[config.mk]
export PLATFORM = sky130hd
export DESIGN_NAME = phy_testport_ctrl
export DESIGN_NICKNAME = d
export VERILOG_FILES = /design/src/rtl/phy_tp_pkg.sv /design/src/rtl/phy_tp_timer.sv /design/src/rtl/phy_tp_port.sv /design/src/rtl/phy_tp_seq.sv /design/src/rtl/phy_testport_ctrl.sv
export SDC_FILE = /design/constraint.sdc
export NUM_CORES = 1
export LEC_CHECK = 0
export BUFFER_PORTS_ARGS = -buffer_cell sky130_fd_sc_hd__buf_2
export CORE_MARGIN = 1
export CORE_UTILIZATION = 45
export CTS_CLUSTER_DIAMETER = 60
export DETAILED_ROUTE_END_ITERATION = 12
export GPL_TIMING_DRIVEN = 0
export PLACE_DENSITY = 0.68
export RECOVER_POWER = 50
export SLEW_MARGIN = 20
export SYNTH_ARGS = -nofsm -noshare
export SYNTH_HDL_FRONTEND = slang
export SYNTH_HIERARCHICAL = 1
export SYNTH_SLANG_ARGS = --single-unit
[constraint.sdc]
create_clock -name clk -period 1.4 [get_ports clk]
set_input_delay 0.07 -clock clk [delete_from_list [all_inputs] [get_ports clk]]
set_output_delay 0.07 -clock clk [all_outputs]
set_load 0.005 [all_outputs]
[src/rtl/phy_tp_pkg.sv]
package phy_tp_pkg;
  localparam int unsigned TP_W = 8;

  typedef enum logic [3:0] {
    ST_IDLE,
    ST_CLR,
    ST_C_CLKHI,
    ST_C_ADDR,
    ST_C_ENHI,
    ST_C_CLKLO,
    ST_C_ENLO,
    ST_D_CLKLO,
    ST_D_DATA,
    ST_D_CLKHI,
    ST_RESP
  } step_e;

  typedef struct packed {
    logic            strobe;
    logic            clear;
    logic            enable;
    logic [TP_W-1:0] value;
  } port_t;

  function automatic step_e step_after(input step_e s);
    case (s)
      ST_CLR:     return ST_C_CLKHI;
      ST_C_CLKHI: return ST_C_ADDR;
      ST_C_ADDR:  return ST_C_ENHI;
      ST_C_ENHI:  return ST_C_CLKLO;
      ST_C_CLKLO: return ST_C_ENLO;
      ST_C_ENLO:  return ST_D_CLKLO;
      ST_D_CLKLO: return ST_D_DATA;
      ST_D_DATA:  return ST_D_CLKHI;
      ST_D_CLKHI: return ST_RESP;
      default:    return ST_IDLE;
    endcase
  endfunction
endpackage

[src/rtl/phy_tp_timer.sv]
module phy_tp_timer #(
  parameter int unsigned SETTLE_CYC = 4
) (
  input  logic clk,
  input  logic rst_n,
  input  logic restart,
  input  logic run,
  output logic done
);
  localparam int unsigned CW = (SETTLE_CYC < 2) ? 1 : $clog2(SETTLE_CYC);
  localparam logic [CW-1:0] LAST = CW'(SETTLE_CYC - 1);

  logic [CW-1:0] cnt_q, cnt_d;
  logic          cnt_en;

  always_comb begin
    cnt_en = restart || run;
    if (restart)                  cnt_d = '0;
    else if (run && cnt_q != LAST) cnt_d = cnt_q + 1'b1;
    else                          cnt_d = cnt_q;
  end

  always_ff @(posedge clk or negedge rst_n) begin
    if (!rst_n)      cnt_q <= '0;
    else if (cnt_en) cnt_q <= cnt_d;
  end

  assign done = run && (cnt_q == LAST);


  settle_bound_chk: assert property (@(posedge clk) disable iff (!rst_n)
    cnt_q <= LAST);
endmodule

[src/rtl/phy_tp_port.sv]
module phy_tp_port
  import phy_tp_pkg::*;
#(
  parameter int unsigned SETTLE_CYC = 4
) (
  input  logic            clk,
  input  logic            rst_n,
  input  logic            enter,
  input  step_e           nxt_step,
  input  logic [TP_W-1:0] addr,
  input  logic [TP_W-1:0] data,
  output port_t           port_q
);
  localparam int unsigned GW = (SETTLE_CYC < 2) ? 1 : $clog2(SETTLE_CYC);
  localparam logic [GW-1:0] GMAX = GW'(SETTLE_CYC - 1);

  port_t port_d;

  always_comb begin
    port_d = port_q;
    if (enter) begin
      case (nxt_step)
        ST_CLR:     port_d.clear  = 1'b0;
        ST_C_CLKHI: port_d.strobe = 1'b1;
        ST_C_ADDR:  port_d.value  = addr;
        ST_C_ENHI:  port_d.enable = 1'b1;
        ST_C_CLKLO: port_d.strobe = 1'b0;
        ST_C_ENLO:  port_d.enable = 1'b0;
        ST_D_CLKLO: port_d.strobe = 1'b0;
        ST_D_DATA:  port_d.value  = data;
        ST_D_CLKHI: port_d.strobe = 1'b1;
        default:    ;
      endcase
    end
  end

  always_ff @(posedge clk or negedge rst_n) begin
    if (!rst_n) begin
      port_q.strobe <= 1'b0;
      port_q.clear  <= 1'b1;
      port_q.enable <= 1'b0;
      port_q.value  <= '0;
    end else if (enter) begin
      port_q <= port_d;
    end
  end

  // Spacing checker: cycles since the last port change, saturating.
  logic          changed;
  logic [GW-1:0] gap_q;
  assign changed = (port_d != port_q);

  always_ff @(posedge clk or negedge rst_n) begin
    if (!rst_n)             gap_q <= GMAX;
    else if (changed)       gap_q <= '0;
    else if (gap_q != GMAX) gap_q <= gap_q + 1'b1;
  end


  settle_gap_chk: assert property (@(posedge clk) disable iff (!rst_n)
    changed |-> gap_q == GMAX);

  one_change_chk: assert property (@(posedge clk) disable iff (!rst_n)
    $countones({port_d.strobe != port_q.strobe, port_d.clear != port_q.clear,
                port_d.enable != port_q.enable, port_d.value != port_q.value}) <= 1);

  en_rise_chk: assert property (@(posedge clk) disable iff (!rst_n)
    $rose(port_q.enable) |-> port_q.strobe);

  strobe_fall_chk: assert property (@(posedge clk) disable iff (!rst_n)
    $fell(port_q.strobe) |-> port_q.enable);

  strobe_rise_stable_chk: assert property (@(posedge clk) disable iff (!rst_n)
    $rose(port_q.strobe) |-> $stable(port_q.value));
endmodule

[src/rtl/phy_tp_seq.sv]
module phy_tp_seq
  import phy_tp_pkg::*;
#(
  parameter logic [TP_W-1:0] MAX_ADDR = 8'h97
) (
  input  logic            clk,
  input  logic            rst_n,
  input  logic            req_valid,
  input  logic [TP_W-1:0] req_addr,
  input  logic [TP_W-1:0] req_wdata,
  input  logic            req_write,
  input  logic [TP_W-1:0] rd_byte,
  input  logic            tmr_done,
  output logic            req_ready,
  output logic            rsp_valid,
  output logic            rsp_err,
  output logic [TP_W-1:0] rsp_rdata,
  output logic            enter,
  output step_e           nxt_step,
  output logic            tmr_run,
  output logic [TP_W-1:0] step_addr,
  output logic [TP_W-1:0] step_data
);
  step_e           state_q;
  logic            accept, legal, capture;
  logic [TP_W-1:0] addr_q, wdata_q, rdata_q;
  logic            wr_q, err_q;

  assign legal   = (req_addr <= MAX_ADDR);
  assign accept  = (state_q == ST_IDLE) && req_valid;
  assign capture = (state_q == ST_C_ENLO) && tmr_done && !wr_q;

  always_comb begin
    nxt_step = state_q;
    case (state_q)
      ST_IDLE: if (req_valid) nxt_step = legal ? ST_CLR : ST_RESP;
      ST_RESP: nxt_step = ST_IDLE;
      default: if (tmr_done) nxt_step = step_after(state_q);
    endcase
    enter = (nxt_step != state_q);
  end

  always_ff @(posedge clk or negedge rst_n) begin
    if (!rst_n)     state_q <= ST_IDLE;
    else if (enter) state_q <= nxt_step;
  end

  always_ff @(posedge clk or negedge rst_n) begin
    if (!rst_n) begin
      addr_q  <= '0;
      wdata_q <= '0;
      wr_q    <= 1'b0;
      err_q   <= 1'b0;
    end else if (accept) begin
      addr_q  <= req_addr;
      wdata_q <= req_wdata;
      wr_q    <= req_write;
      err_q   <= !legal;
    end
  end

  always_ff @(posedge clk or negedge rst_n) begin
    if (!rst_n)       rdata_q <= '0;
    else if (accept)  rdata_q <= '0;
    else if (capture) rdata_q <= rd_byte;
  end

  assign tmr_run   = (state_q != ST_IDLE) && (state_q != ST_RESP);
  assign req_ready = (state_q == ST_IDLE);
  assign rsp_valid = (state_q == ST_RESP);
  assign rsp_err   = err_q;
  assign rsp_rdata = rdata_q;
  assign step_addr = addr_q;
  assign step_data = wr_q ? wdata_q : rdata_q;


  legal_busy_chk: assert property (@(posedge clk) disable iff (!rst_n)
    (req_valid && req_ready && legal) |=> (!req_ready && !rsp_valid));

  illegal_resp_chk: assert property (@(posedge clk) disable iff (!rst_n)
    (req_valid && req_ready && !legal) |=> (rsp_valid && rsp_err && rsp_rdata == '0));

  resp_pulse_chk: assert property (@(posedge clk) disable iff (!rst_n)
    rsp_valid |=> (!rsp_valid && req_ready));
endmodule

[src/rtl/phy_testport_ctrl.sv]
module phy_testport_ctrl
  import phy_tp_pkg::*;
#(
  parameter int unsigned     SETTLE_CYC = 4,
  parameter logic [TP_W-1:0] MAX_ADDR   = 8'h97
) (
  input  logic            clk,
  input  logic            rst_n,
  input  logic            req_valid,
  output logic            req_ready,
  input  logic [TP_W-1:0] req_addr,
  input  logic [TP_W-1:0] req_wdata,
  input  logic            req_write,
  output logic            rsp_valid,
  output logic            rsp_err,
  output logic [TP_W-1:0] rsp_rdata,
  output logic            tp_strobe,
  output logic            tp_clear,
  output logic            tp_enable,
  output logic [TP_W-1:0] tp_wr_byte,
  input  logic [TP_W-1:0] tp_rd_byte
);
  logic [1:0] rsync_q;
  logic       rst_int_n;

  always_ff @(posedge clk or negedge rst_n) begin
    if (!rst_n) rsync_q <= 2'b00;
    else        rsync_q <= {rsync_q[0], 1'b1};
  end
  assign rst_int_n = rsync_q[1];

  logic            enter, tmr_run, tmr_done;
  step_e           nxt_step;
  logic [TP_W-1:0] step_addr, step_data;
  port_t           port_q;

  phy_tp_seq #(.MAX_ADDR(MAX_ADDR)) u_seq (
    .clk(clk), .rst_n(rst_int_n),
    .req_valid(req_valid), .req_addr(req_addr), .req_wdata(req_wdata),
    .req_write(req_write), .rd_byte(tp_rd_byte), .tmr_done(tmr_done),
    .req_ready(req_ready), .rsp_valid(rsp_valid), .rsp_err(rsp_err),
    .rsp_rdata(rsp_rdata), .enter(enter), .nxt_step(nxt_step),
    .tmr_run(tmr_run), .step_addr(step_addr), .step_data(step_data)
  );

  phy_tp_timer #(.SETTLE_CYC(SETTLE_CYC)) u_timer (
    .clk(clk), .rst_n(rst_int_n), .restart(enter), .run(tmr_run), .done(tmr_done)
  );

  phy_tp_port #(.SETTLE_CYC(SETTLE_CYC)) u_port (
    .clk(clk), .rst_n(rst_int_n), .enter(enter), .nxt_step(nxt_step),
    .addr(step_addr), .data(step_data), .port_q(port_q)
  );

  assign tp_strobe  = port_q.strobe;
  assign tp_clear   = port_q.clear;
  assign tp_enable  = port_q.enable;
  assign tp_wr_byte = port_q.value;


  err_quiet_chk: assert property (@(posedge clk) disable iff (!rst_int_n)
    (rsp_valid && rsp_err) |-> ($stable(tp_strobe) && $stable(tp_clear) &&
                                $stable(tp_enable) && $stable(tp_wr_byte)));

  clear_low_busy_chk: assert property (@(posedge clk) disable iff (!rst_int_n)
    (!req_ready && !rsp_valid) |-> !tp_clear);
endmodule

==> impl_metrics.json <==
{
  "status": "finished, violations left",
  "violations": "setup timing",
  "p_leak_nw": 1.68,
  "startpoint_type": "flop",
  "gp_congestion": 0.926,
  "nNetsFinal": 325,
  "synth-edff-count": 0,
  "drc": 0,
  "maxCapViolCount": 0,
  "placed_cells": 315,
  "yosys-mux-area-fraction": 0.216,
  "grtUsageTotal": 0.211,
  "cts_buffer_depth": 2,
  "syn_nets": 229,
  "fin_util": 0.691,
  "powerDensity_mw_per_mm2": 2250,
  "cts_max_level": 2,
  "finalWirelength_mm": 6.05,
  "synthSimpleGateAreaFrac": 0.139,
  "path_max_fanout": 8,
  "die_h_um": 75.7,
  "yosys_warnings": 6,
  "timing.rr.end": "u_port/port_q[5]",
  "place_area_mm2": 0.00297,
  "slew_headroom": 0.445,
  "rsz0062_at_grt": "true",
  "cts_buffers": 5,
  "grt_pass1_wl_mm": 8.79,
  "via_per_inst": 5.35,
  "netlist_area_mm2": 0.00244,
  "clockRootBuffer": "clkbuf_8",
  "drive_gt1_frac": 0.605,
  "synth_seq_cells": 45,
  "wl_per_cell_um": 16.8,
  "synth-xor-area-share": 0,
  "path_class": "flop to flop",
  "reg2reg_slack_ps": -1950,
  "timing.rr.start": "u_seq/state_q[1]",
  "first_pass_iters": 4,
  "gr-total-overflow": 0,
  "final_cell_area_mm2": 0.00357,
  "core_area_mm2": 0.00517,
  "synth_top_family_by_area": "multiplexers",
  "pre_cts_ws_ps": -2400,
  "tightest_slew_ps": 832,
  "area_growth_pct": 46.3,
  "avgSynthCellArea_um2": 12.5,
  "critPathCapture": "u_port/port_q[5]",
  "hpwl_mm": 3.89,
  "rr_worst_depth": 16,
  "cts_tree": "built",
  "critPathSlowestCell": "dfrtp_2",
  "postSynthCellCount": 195,
  "ys.flop_type": "dfrtp_1",
  "final_cells": 361,
  "cp_cell_sequence": "inv_4, ha_4, mux2i_1, nor2_2, inv_2, and2_4, clkbuf_16, mux2i_1, o31a_1, o221ai_2, mux2_4, o2111ai_4, or2b_4, a21oi_4, buf_12, mux2_4",
  "crit_required_ps": 1580,
  "min_period_ps": 3350,
  "die_area_mm2": 0.00573,
  "finalSetupViolations": 45,
  "hold_violations": 0,
  "synth_fa_ha_area_frac": 0.0307,
  "synthArstFlopShare": 1.00,
  "start_util": 0.472,
  "max_stage_delay_ps": 480,
  "antenna_found_initial": 0,
  "ir_drop_mv": 1.50,
  "diodes": 0,
  "period_share": 2.39,
  "die_w_um": 75.7,
  "cts_sinks": 45,
  "worstSetupEndpointType": "flop",
  "yosysUniqueCellTypes": 50,
  "ant_nets": 0,
  "arrival_ps": 3530,
  "synth_compound_area_frac": 0.116,
  "hold_class": "input port to flop",
  "slew_viol_final": 0,
  "num_rows": 26,
  "vias": 1930,
  "drtIter0Drc": 70,
  "clock_latency_ps": 290,
  "clock-skew-final_ps": 4.22,
  "grt_max_degree": 25,
  "cts.reportedPaths.clkPinSlew_ps": 80,
  "ys_seq_area_frac": 0.461,
  "crit_start": "u_seq/state_q[1]",
  "totalNegativeSetupSlack_ps": -45880,
  "max_freq_mhz": 299,
  "port_buffers": 49,
  "top_level_ports": 50,
  "first_global_vias": 1721,
  "setup_ws_ps": -1950
}
## state kept, by name, indices dropped and copies added (netlist names), 2 cells and up
signal	flops
u_port/port_q	11
u_timer/cnt_q	2
u_seq/step_addr	8
u_seq/rsp_rdata	8
u_seq/wdata_q	8
rsync_q	2
u_seq/state_q	4
## power by group
group	internal, mW	leakage (nW)	switching (mW)
Sequential	1.77	0.555	0.276
Combinational	3.01	1.08	2.03
Clock	0.519	0.0540	0.423
## worst max-delay path, delay by kind of cell, from the launching register on
family          cells  cell delay, ps
buf+inv             4             460
flops               1             480
simple gates        3             640
fa+ha+maj           1             130
mux                 4             820
compound gates      4             700
## synth_stat cells (2+ instances only)
| master | n | area share |
|---|---|---|
| and4bb_2 | 2 | 0.010 |
| ha_1 | 6 | 0.031 |
| clkbuf_8 | 2 | 0.011 |
| or2b_2 | 2 | 0.0072 |
| nand3b_1 | 3 | 0.0092 |
| dfrtp_1 | 44 | 0.45 |
| nor3b_1 | 2 | 0.0061 |
| o21ai_0 | 6 | 0.012 |
| a21oi_1 | 4 | 0.0082 |
| nand2_1 | 10 | 0.015 |
| mux2i_1 | 4 | 0.016 |
| inv_1 | 6 | 0.0092 |
| mux2_2 | 42 | 0.19 |
| o31ai_1 | 3 | 0.0092 |
| a22o_1 | 8 | 0.029 |
| a21o_1 | 2 | 0.0061 |
| nor2b_1 | 4 | 0.010 |
| nor2_1 | 10 | 0.015 |
| o21a_1 | 2 | 0.0061 |
| nand4bb_1 | 2 | 0.0092 |
| o21bai_1 | 2 | 0.0061 |
## area by class of cell
cell class / count / area, um^2
Clock buffer: 5 / 68.8
Fill cell: 353 / 1600
Multi-Input combinational cell: 138 / 1470
Buffer: 5 / 65.1
Tap cell: 70 / 87.6
Clock inverter: 2 / 35.0
Sequential cell: 45 / 1130
Timing Repair Buffer: 90 / 679
Inverter: 6 / 36.3
## layer usage
metal  track usage  routed length (um)  vias up  share of wire
met4        0.0514                  65        0          0.011
met2         0.333                2900       51           0.48
met1         0.301                2870      960           0.47
li1              -                   -      911              -
met5             0                   0        -              0
met3        0.0397                 206        8          0.034
## cell families (layout without fill, tap and decap cells)
kind of cell / count (synthesis) / in the layout
AO/OA/AOI/OAI: 36 / 36
adder cells (fa/ha/maj): 6 / 6
buffers and inverters: 12 / 108
flip-flops: 45 / 45
multiplexers: 47 / 47
other: 1 / 1
AND/OR/NAND/NOR: 48 / 48
## per-stage QoR
stage,power [mW],hold WS [ps]
finish,8.03,3.40
global route,8.49,-1.43
CTS,7.38,0.843
detailed placement,5.80,-144
global placement,5.72,-145
floorplan,5.03,-226
## timing repair
item	4_1_cts	5_1_grt
hold buffers	3	2
endpoints found under the setup margin	45	45
hold endpoints to repair	4	2
pin swaps	6	6
resized for setup	16	30
gates cloned	1	1
buffers inserted	18	17
## how the worst min path moves through the flow
stage,start,to,slack [ps],cells past startpoint
after floorplan,rst_n,rsync_q[0],-230,0
after global placement,rst_n,rsync_q[1],-140,1
after detailed placement,rst_n,rsync_q[0],-140,1
after CTS,req_wdata[1],u_seq/wdata_q[1],0.8,2
after global routing,req_wdata[6],u_seq/wdata_q[6],-1,2
final,tp_rd_byte[0],u_seq/rsp_rdata[0],3,2
## placed cells by master (no fill, tap or decap), types with 4 or more instances in the layout
cell,instances
dfrtp_1,42
buf_6,11
a22o_1,8
nor2b_1,4
mux2i_1,4
buf_4,20
mux2_2,16
nor2_1,6
nand2_1,10
clkbuf_8,5
mux2_4,27
ha_1,4
buf_2,48
dlygate4sd3_1,5
buf_12,5
Note: power is estimated with default switching activity, not from simulation.
